<file path="src/rtl/flash_cmd_pkg.sv">
// Package: shared state type and bus command constants for the flash
// command controller. Assumes 16-bit data and at least 12 address bits.
package flash_cmd_pkg;
    typedef enum logic [2:0] {
        ST_READ, ST_UNLK1, ST_UNLK2, ST_IDENT, ST_PSETUP, ST_BUSY, ST_FAULT
    } fcmd_state_e;

    localparam int  UNLK_A1     = 'h555;
    localparam int  UNLK_A2     = 'h2AA;
    localparam logic [7:0] UNLK_D1  = 8'hAA;
    localparam logic [7:0] UNLK_D2  = 8'h55;
    localparam logic [7:0] CMD_RST  = 8'hF0;
    localparam logic [7:0] CMD_IDENT = 8'h90;
    localparam logic [7:0] CMD_PROG = 8'hA0;
endpackage

</file>
<file path="src/rtl/flash_bus_capture.sv">
// Bus capture: turns the asynchronous-style ce_n/we_n pair into one write
// strobe. Address is held from the cycle both go low, data tracks the bus
// while both are low, the strobe fires when either returns high.
// Assumes the bus pins are already synchronous to clk.
module flash_bus_capture #(
    parameter int AW = 12,
    parameter int DW = 16
) (
    input  logic          clk,
    input  logic          rst_n,
    input  logic          ce_n,
    input  logic          we_n,
    input  logic [AW-1:0] addr,
    input  logic [DW-1:0] din,
    output logic          wr_stb,
    output logic [AW-1:0] wr_addr,
    output logic [DW-1:0] wr_data
);
    logic act, act_q;

    assign act    = !ce_n && !we_n;
    assign wr_stb = act_q && !act;

    // Track the active window, freeze the address at its start, follow data inside it.
    always_ff @(posedge clk) begin
        if (!rst_n) begin
            act_q   <= 1'b0;
            wr_addr <= '0;
            wr_data <= '0;
        end else begin
            act_q <= act;
            if (act && !act_q) wr_addr <= addr;
            if (act)           wr_data <= din;
        end
    end
endmodule

</file>
<file path="src/rtl/flash_cmd_fsm.sv">
// Command state machine: walks unlock and command writes, holds the
// identification mode, runs the fixed-length program and flags a fault when
// a program would need a bit raised. Assumes old_word shows the target cell.
module flash_cmd_fsm
    import flash_cmd_pkg::*;
#(
    parameter int AW       = 12,
    parameter int DW       = 16,
    parameter int MEM_AW   = 6,
    parameter int PROG_CYC = 16
) (
    input  logic              clk,
    input  logic              rst_n,
    input  logic              wr_stb,
    input  logic [AW-1:0]     wr_addr,
    input  logic [DW-1:0]     wr_data,
    input  logic              byte_mode,
    input  logic [DW-1:0]     old_word,
    output fcmd_state_e       st,
    output logic              pg_we,
    output logic [MEM_AW-1:0] pg_addr,
    output logic [DW-1:0]     pg_data
);
    localparam int CW = $clog2(PROG_CYC + 1);

    fcmd_state_e  nxt;
    logic [CW-1:0] cnt;
    logic [7:0]   cmd;
    logic         at_a1, at_a2, done;

    assign cmd   = wr_data[7:0];
    assign at_a1 = (wr_addr == AW'(UNLK_A1));
    assign at_a2 = (wr_addr == AW'(UNLK_A2));
    assign done  = (st == ST_BUSY) && (cnt == '0);
    assign pg_we = done;

    // Next-state decode for every write and for program completion.
    always_comb begin
        nxt = st;
        case (st)
            ST_READ:   if (wr_stb && at_a1 && cmd == UNLK_D1) nxt = ST_UNLK1;
            ST_UNLK1:  if (wr_stb) nxt = (at_a2 && cmd == UNLK_D2) ? ST_UNLK2 : ST_READ;
            ST_UNLK2:  if (wr_stb) begin
                           if (at_a1 && cmd == CMD_IDENT)     nxt = ST_IDENT;
                           else if (at_a1 && cmd == CMD_PROG) nxt = ST_PSETUP;
                           else                               nxt = ST_READ;
                       end
            ST_IDENT:  if (wr_stb && cmd == CMD_RST) nxt = ST_READ;
            ST_PSETUP: if (wr_stb) nxt = ST_BUSY;
            ST_BUSY:   if (cnt == '0)
                           nxt = ((old_word & pg_data) != pg_data) ? ST_FAULT : ST_READ;
            ST_FAULT:  if (wr_stb && cmd == CMD_RST) nxt = ST_READ;
            default:   nxt = ST_READ;
        endcase
    end

    // State register, program target latch and busy countdown.
    always_ff @(posedge clk) begin
        if (!rst_n) begin
            st      <= ST_READ;
            cnt     <= '0;
            pg_addr <= '0;
            pg_data <= '0;
        end else begin
            st <= nxt;
            if (st == ST_PSETUP && wr_stb) begin
                pg_addr <= wr_addr[MEM_AW-1:0];
                pg_data <= byte_mode ? {{(DW-8){1'b1}}, wr_data[7:0]} : wr_data;
                cnt     <= CW'(PROG_CYC - 1);
            end else if (st == ST_BUSY && cnt != '0) begin
                cnt <= cnt - 1'b1;
            end
        end
    end
endmodule

</file>
<file path="src/rtl/flash_array.sv">
// Behavioural array: erased to all ones at reset, programming ANDs data
// into a cell. One combinational port for bus reads, one for the program
// target. Assumes a small depth (a reset loop clears every cell).
module flash_array #(
    parameter int MEM_AW = 6,
    parameter int DW     = 16
) (
    input  logic              clk,
    input  logic              rst_n,
    input  logic [MEM_AW-1:0] rd_addr,
    output logic [DW-1:0]     rd_word,
    input  logic [MEM_AW-1:0] pg_addr,
    output logic [DW-1:0]     pg_old,
    input  logic              pg_we,
    input  logic [DW-1:0]     pg_data
);
    localparam int DEPTH = 1 << MEM_AW;

    logic [DW-1:0] mem [DEPTH];

    assign rd_word = mem[rd_addr];
    assign pg_old  = mem[pg_addr];

    // Erase on reset, clear bits on program completion.
    always_ff @(posedge clk) begin
        if (!rst_n) begin
            for (int i = 0; i < DEPTH; i++) mem[i] <= '1;
        end else if (pg_we) begin
            mem[pg_addr] <= mem[pg_addr] & pg_data;
        end
    end
endmodule

</file>
<file path="src/rtl/flash_read_mux.sv">
// Read path: picks array data, identification words or busy status by
// mode, masks the upper byte in byte mode, and registers the result once
// per read cycle. Owns the status toggle bit. Assumes NUM_SEC is a power of 2.
module flash_read_mux
    import flash_cmd_pkg::*;
#(
    parameter int          AW        = 12,
    parameter int          DW        = 16,
    parameter int          NUM_SEC   = 4,
    parameter logic [15:0] MFR_CODE  = 16'h0001,
    parameter logic [15:0] DEV_CODE  = 16'h2245,
    parameter logic [NUM_SEC-1:0] PROT_MASK = 4'b0101
) (
    input  logic          clk,
    input  logic          rst_n,
    input  logic          rd,
    input  fcmd_state_e   st,
    input  logic [AW-1:0] addr,
    input  logic          byte_mode,
    input  logic [DW-1:0] arr_word,
    input  logic          pg_msb,
    output logic [DW-1:0] dout
);
    localparam int SEC_W = $clog2(NUM_SEC);

    logic          tgl, stat_mode;
    logic [DW-1:0] val, masked;
    logic [SEC_W-1:0] sec;

    assign sec       = addr[AW-1 -: SEC_W];
    assign stat_mode = (st == ST_BUSY) || (st == ST_FAULT);

    // Mode-dependent source select.
    always_comb begin
        val = arr_word;
        if (st == ST_IDENT) begin
            if (addr[7:0] == 8'h00)                           val = DW'(MFR_CODE);
            else if (addr[7:0] == 8'h01)                      val = DW'(DEV_CODE);
            else if (addr[7:0] == (byte_mode ? 8'h04 : 8'h02)) val = DW'(PROT_MASK[sec]);
            else                                              val = '0;
        end else if (stat_mode) begin
            val = DW'({~pg_msb, tgl, st == ST_FAULT, 5'b00000});
        end
        masked = byte_mode ? {{(DW-8){1'b0}}, val[7:0]} : val;
    end

    // Register read data and advance the toggle on each status read.
    always_ff @(posedge clk) begin
        if (!rst_n) begin
            dout <= '0;
            tgl  <= 1'b0;
        end else if (rd) begin
            dout <= masked;
            if (stat_mode) tgl <= ~tgl;
        end
    end
endmodule

</file>
<file path="src/rtl/flash_cmd_ctrl.sv">
// Top: flash command sequence controller. Wires bus capture, command state
// machine, behavioural array and read path. Assumes all bus pins are
// sampled on clk and at most one access per cycle.
module flash_cmd_ctrl
    import flash_cmd_pkg::*;
#(
    parameter int AW        = 12,
    parameter int DW        = 16,
    parameter int MEM_AW    = 6,
    parameter int PROG_CYC  = 16,
    parameter int NUM_SEC   = 4,
    parameter logic [15:0] MFR_CODE  = 16'h0001,
    parameter logic [15:0] DEV_CODE  = 16'h2245,
    parameter logic [NUM_SEC-1:0] PROT_MASK = 4'b0101
) (
    input  logic          clk,
    input  logic          rst_n,
    input  logic          ce_n,
    input  logic          we_n,
    input  logic          oe_n,
    input  logic          byte_mode,
    input  logic [AW-1:0] addr,
    input  logic [DW-1:0] din,
    output logic [DW-1:0] dout
);
    logic              wr_stb, rd, pg_we;
    logic [AW-1:0]     wr_addr;
    logic [DW-1:0]     wr_data, pg_data, pg_old, arr_word;
    logic [MEM_AW-1:0] pg_addr;
    fcmd_state_e       st;

    assign rd = !ce_n && !oe_n;

    flash_bus_capture #(.AW(AW), .DW(DW)) u_cap (
        .clk(clk), .rst_n(rst_n), .ce_n(ce_n), .we_n(we_n),
        .addr(addr), .din(din),
        .wr_stb(wr_stb), .wr_addr(wr_addr), .wr_data(wr_data)
    );

    flash_cmd_fsm #(.AW(AW), .DW(DW), .MEM_AW(MEM_AW), .PROG_CYC(PROG_CYC)) u_fsm (
        .clk(clk), .rst_n(rst_n), .wr_stb(wr_stb), .wr_addr(wr_addr),
        .wr_data(wr_data), .byte_mode(byte_mode), .old_word(pg_old),
        .st(st), .pg_we(pg_we), .pg_addr(pg_addr), .pg_data(pg_data)
    );

    flash_array #(.MEM_AW(MEM_AW), .DW(DW)) u_arr (
        .clk(clk), .rst_n(rst_n), .rd_addr(addr[MEM_AW-1:0]), .rd_word(arr_word),
        .pg_addr(pg_addr), .pg_old(pg_old), .pg_we(pg_we), .pg_data(pg_data)
    );

    flash_read_mux #(
        .AW(AW), .DW(DW), .NUM_SEC(NUM_SEC),
        .MFR_CODE(MFR_CODE), .DEV_CODE(DEV_CODE), .PROT_MASK(PROT_MASK)
    ) u_rmux (
        .clk(clk), .rst_n(rst_n), .rd(rd), .st(st), .addr(addr),
        .byte_mode(byte_mode), .arr_word(arr_word), .pg_msb(pg_data[7]),
        .dout(dout)
    );
endmodule

</file>
<file path="config.mk">
export PLATFORM = sky130hd
export DESIGN_NAME = flash_cmd_ctrl
export DESIGN_NICKNAME = d
export VERILOG_FILES = /design/src/rtl/flash_cmd_pkg.sv /design/src/rtl/flash_bus_capture.sv /design/src/rtl/flash_cmd_fsm.sv /design/src/rtl/flash_array.sv /design/src/rtl/flash_read_mux.sv /design/src/rtl/flash_cmd_ctrl.sv
export SDC_FILE = /design/constraint.sdc
export NUM_CORES = 2
export LEC_CHECK = 0
export BUFFER_PORTS_ARGS = -buffer_cell sky130_fd_sc_hd__buf_2
export CORE_MARGIN = 2
export CORE_UTILIZATION = 44
export CTS_CLUSTER_DIAMETER = 50
export DETAILED_ROUTE_END_ITERATION = 8
export PLACE_DENSITY_LB_ADDON = 0.1
export RECOVER_POWER = 25
export SYNTH_ARGS = -nofsm -noshare
export SYNTH_HDL_FRONTEND = slang
export SYNTH_SLANG_ARGS = --single-unit
</file>
<file path="constraint.sdc">
create_clock -name clk -period 4.2 [get_ports clk]
set_input_delay 0.84 -clock clk [delete_from_list [all_inputs] [get_ports clk]]
set_output_delay 0.84 -clock clk [all_outputs]
set_load 0.005 [all_outputs]
</file>
## After elaboration in Yosys (flattened, before gate mapping)

Memories as Yosys holds them, arrays and structs flattened. A register that Yosys moved wholly into a read port is not among the register bits.
Cells that the tools add are included.

- Register bits after elaboration: 76
- RAM bits: 1024
- Input bits: 34
- Output and inout bits: 16
- Logic and storage cells: 100
- Memories kept: 1

- Add/sub/neg operators: 1
- $lt $le $gt $ge: 1
- Eq/ne operators: 22
- Mux-type cells: 32
- Bitwise gates (word level): 4
- Reductions and logical operators: 29

Memories:

| name | words | width | read ports | clocked after Yosys merged registers in | write ports | line | text |
|---|---|---|---|---|---|---|---|
| u_arr.mem | 64 | 16 | 2 | 1 | 64 | flash_array.sv:19 | `logic [DW-1:0] mem [DEPTH];` |

Operators with widths:

| operator | number |
|---|---|
| $mux 16 | 7 |
| $eq 8x8->1 const B | 4 |
| $mux 3 | 10 |
| $mux 6 | 3 |
| $pmux 3 s6 | 1 |
| $and 16x16->16 | 1 |
| $ne 16x16->1 | 1 |
| $reduce_or 16->1 | 1 |
| $logic_and 1x1->1 | 13 |
| $eq 12x10->1 const B | 1 |
| $eq 12x11->1 const B | 1 |
| $ne 2x1->1 const B | 5 |
| $eq 3x3->1 const B | 3 |
| $eq 8x1->1 const B | 1 |
| $eq 8x7->1 const B | 1 |
| $eq 8x8->1 | 1 |
| $logic_not 8->1 | 1 |
| $mux 4 | 2 |
| $mux 1 | 7 |
| $eq 3x2->1 const B | 2 |
| $reduce_and 6->1 | 1 |
| $logic_not 1->1 | 5 |
| $logic_not 5->1 | 1 |
| $reduce_bool 5->1 | 1 |
| other kinds (12) | 15 |

## Depth between registers and ports, before layout

- Depth after elaboration: 8
- Gate-level depth with buffers: 14
- Depth with buffers taken out: 9

## Cells and area by module

A second synthesis with hierarchy kept.

- Cells, all modules: 4472
- Area total of the unflattened synthesis: 55979.9 sq um

Modules (own cells, without submodules):

| module | instances | cells each | area an instance (sq um) | seq. area each (sq um) |
|---|---|---|---|---|
| flash_array | 1 | 4047 | 52392.7 | 30749.5 |
| flash_cmd_fsm | 1 | 201 | 1567.8 | 600.6 |
| flash_bus_capture | 1 | 128 | 1192.4 | 580.6 |
| flash_read_mux | 1 | 95 | 823.3 | 340.3 |
| flash_cmd_ctrl | 1 | 1 | 3.8 | 0.0 |

## Worst setup path before layout

OpenSTA, ideal clock, no wires.

- Kind: input to register
- From: input rst_n
- To: memory u_arr.mem[22][0], enable pin
- Setup time: 0.411 ns
- Arrival: 3.263 ns
- Required time: 3.789 ns
- Slack: 0.526 ns
- Stages: 7
- Buffers on the path: 2
- Cell sequence: clkbuf_1 inv_1 nor4_1 nor2b_1 nand3_1 clkbuf_1 o21ai_0

RTL lines:

| element | line | text |
|---|---|---|
| start: declaration | flash_cmd_ctrl.sv:17 | `input logic rst_n,` |
| end: declaration | flash_array.sv:19 |  |

==> results by group <==
Critical path
  • Critical Path Slowest Stage Cell: a221oi_1
  • CP Launch Type: register
  • Critical path buffer and inverter count: 2
  • Crit path DAT: 4.46 ns
  • Crit-path max FO: 34
  • CP cell instances: buf_4 > mux4_2 > mux2i_1 > a221oi_1 > o21ai_0 > nand2_1 > o221ai_1 > nor4_2 > buf_4 > o22ai_1
  • R2r setup slk: 0.33 ns
  • Most common cell on crit path: buf_4
  • CP delay by family, top: compound AO/OA/AOI/OAI gates
  • CP Class: register to register
  • CP Data Required Time: 4.78 ns
  • CP Capture Type: register
  • CP max stage delay: 0.71 ns

Synthesis
  • Syn Nets: 4037
  • Synth async-reset ratio: 0%
  • Mean area per synthesized cell: between 10 and 15 µm²
  • YS warnings: 0
  • Top FF cell, synth: edfxtp_1
  • Gate Count Post-Synth: 4002
  • Distinct cells, synth: approximately 70
  • Synthesized area: 0.0564 mm²
  • Part of the Yosys area used for sequential elements: 57.4%
  • EDFF count, synth: 1024
  • Yosys reg bits: roughly 1100

Detailed routing
  • Via count: 38400
  • Initial drt markers: 5591
  • Routed vias/inst: about 6.5
  • First-pass iteration count of the detailed router: 7
  • Total wire length: 211 mm
  • Routed length per instance: approximately 36 µm
  • Post-DRT Antenna Nets: 0
  • # DRC: 0

Die
  • I/O Pins: 50
  • Initial Utilization: 44.3%
  • Floorplan row count: 131
  • Die height: 362 µm
  • Die footprint: approximately 0.13 mm²
  • Core area: 0.127 mm²
  • DIE WIDTH: roughly 360 µm

Global route
  • Largest net degree at the start of global routing: 74
  • First-pass GRT wire length: between 200 and 300 mm
  • Remaining Overflow, GRT: 0
  • Total global routing track utilization: between 30% and 40%
  • Initial antenna violation count: 9
  • Vias in the first global route: 36900

Clock tree
  • Worst-Skew Late Latency: 0.80 ns
  • Clock Tree Root: clkbuf_16
  • CTS H-tree lvls: 4
  • Total setup buffers inserted after CTS: 0
  • CTS tree: built
  • CTS resizes: 0
  • Worst-path clk slew: about 0.060 ns
  • Maximum root-to-sink buffer count: 3
  • CTS Buf Count: 139
  • CTS sink cnt: 1106
  • CTS Hold Bufs: 0

Placed design
  • Placed insts: 5650
  • RePlAce Congestion: 0.954
  • Pre-CTS setup slack: 0.459 ns
  • DP HPWL: 143 mm
  • PortBufs: 49

Power
  • Max VDD drop: around 0.34 mV
  • PwrDens: 422 mW/mm²
  • Pleak: around 20 nW

Layout
  • Layout Cells excl Fill: 5907
  • Nets: 4164
  • Multi-input combinational cell area: around 0.022 mm²
  • End-of-flow core utilization: 50.7%
  • FF+latch area: 0.0324 mm²
  • Area Overhead vs Synth: 14.5%
  • Layout cells sized above 1: between 20% and 30%
  • Filler Cell Count: 10700

STA
  • Achievable Freq: approximately 260 MHz
  • Min Tclk post-route: 3.87 ns
  • Hold Vio Cnt, Final: 0
  • RSZ-0062 raised after global routing: no
  • Final setup viols: 0
  • Slew HR: -19.4%
  • Crit share post-route: just over 90%
  • Final worst slack: 0.326 ns
  • Setup TNS: 0 ns
  • Clock Skew: roughly 0.033 ns
  • Slew @ Worst Pin: 1.77 ns
  • Final Max Tran Viols: 98

Worst hold path
  • Tightest Hold Check Type: input port to register

Outcome
  • Outcome: finished, violations left
  • Failing checks: max-capacitance violations, max-slew violations

Flow run
  • Max_cap viols: 4
[report_power, final]
group          switching [mW]  leakage, nW  internal (mW)
Sequential              0.308         11.0           12.5
Combinational            1.18         7.12          0.891
Clock                    4.91         2.27           7.43
Total                    6.40         20.4           20.9
[worst min-delay path, delay by kind of cell]
kind	cells	cell delay, ns
compound gates	1	0.05
buf+inv	1	0.10
simple gates	1	0.04
[synthesized netlist by cell type (all sizes together), types with 20 or more instances]
| cell | instances | area share, % |
|---|---|---|
| clkbuf | 245 | 1.9 |
| a21oi | 83 | 0.74 |
| o21ai | 96 | 0.85 |
| edfxtp | 1024 | 55 |
| dfxtp | 82 | 2.9 |
| mux2i | 140 | 2.5 |
| mux4 | 538 | 22 |
| nand3 | 27 | 0.24 |
| buf | 154 | 1.9 |
| a22oi | 72 | 0.96 |
| nor3 | 27 | 0.24 |
| nor2 | 119 | 0.79 |
| nand2 | 1180 | 7.9 |
| nor2b | 20 | 0.22 |
[logic make-up after synthesis]
| group | synth area share, % |
|---|---|
| AOI/OAI and AO/OA | 3.98 |
| xor gates and xnor gates | 0.0776 |
| adders and majority gates | 0.0222 |
| buffers and inverters | 3.89 |
| DFF | 57.4 |
| muxes | 24.4 |
| and+or+nand+nor | 10.2 |
[layout make-up]
class                           count  share of cell area (%)
Timing Repair Buffer              386                    5.18
Clock inverter                     79                    1.37
Sequential cell                  1106                    50.1
Multi-Input combinational cell   2483                    34.1
Clock buffer                      174                    5.88
Antenna cell                        4                  0.0155
Inverter                           13                  0.0755
Tap cell                         1662                    3.22
[flip-flops by register name (all words and copies together), names as in the netlist, named ones only]
register,count
u_fsm.pg_addr,6
u_cap.act_q,1
u_arr.mem,1024
u_rmux.tgl,1
u_cap.wr_data,16
u_fsm.cnt,5
u_rmux.dout,16
u_cap.wr_addr,12
u_fsm.pg_data,16
u_fsm.st,3
[path summary, 6_finish.rpt]
kind,startpoint,endpoint,depth (start not counted)
hold reg to reg,u_cap.wr_addr[10],u_cap.wr_addr[10],2
setup reg to reg,register,u_fsm.st[2],10
setup / recovery,register,u_fsm.st[2],10
hold / removal,din[13],u_cap.wr_data[13],3
[cells in the final DEF, fill, tap and decap left out, drive strengths merged, types with 39 or more instances in the layout]
cell type and count:
mux2i 140, a21oi 83, nor2 119, a22oi 72, clkinv 39, clkbuf 227, mux4 538, dfxtp 82
o21ai 96, buf 333, nand2 1180, edfxtp 1024
[metrics by stage]
| step | area, µm² | power [mW] | hold WS [ns] |
|---|---|---|---|
| 2_1_floorplan | 56400 | 14.1 | 0.434 |
| 3_3_place_gp | 60200 | 15.1 | 0.451 |
| 3_5_place_dp | 60200 | 15.1 | 0.458 |
| 4_1_cts | 64900 | 27.3 | 0.263 |
| 5_1_grt | 64600 | 27.8 | 0.285 |
| 6_report | 64600 | 27.3 | 0.299 |
[per-layer routing]
| layer | vias up | wire [µm] | GRT usage [%] |
|---|---|---|---|
| met4 | 8 | 8630 | 12.0 |
| met2 | 2404 | 93900 | 47.6 |
| met3 | 363 | 23500 | 8.90 |
| met5 | - | 55 | 0 |
| met1 | 20000 | 85100 | 45.8 |
| li1 | 15600 | - | - |
No activity file was read; power rests on OpenSTA's default activity.
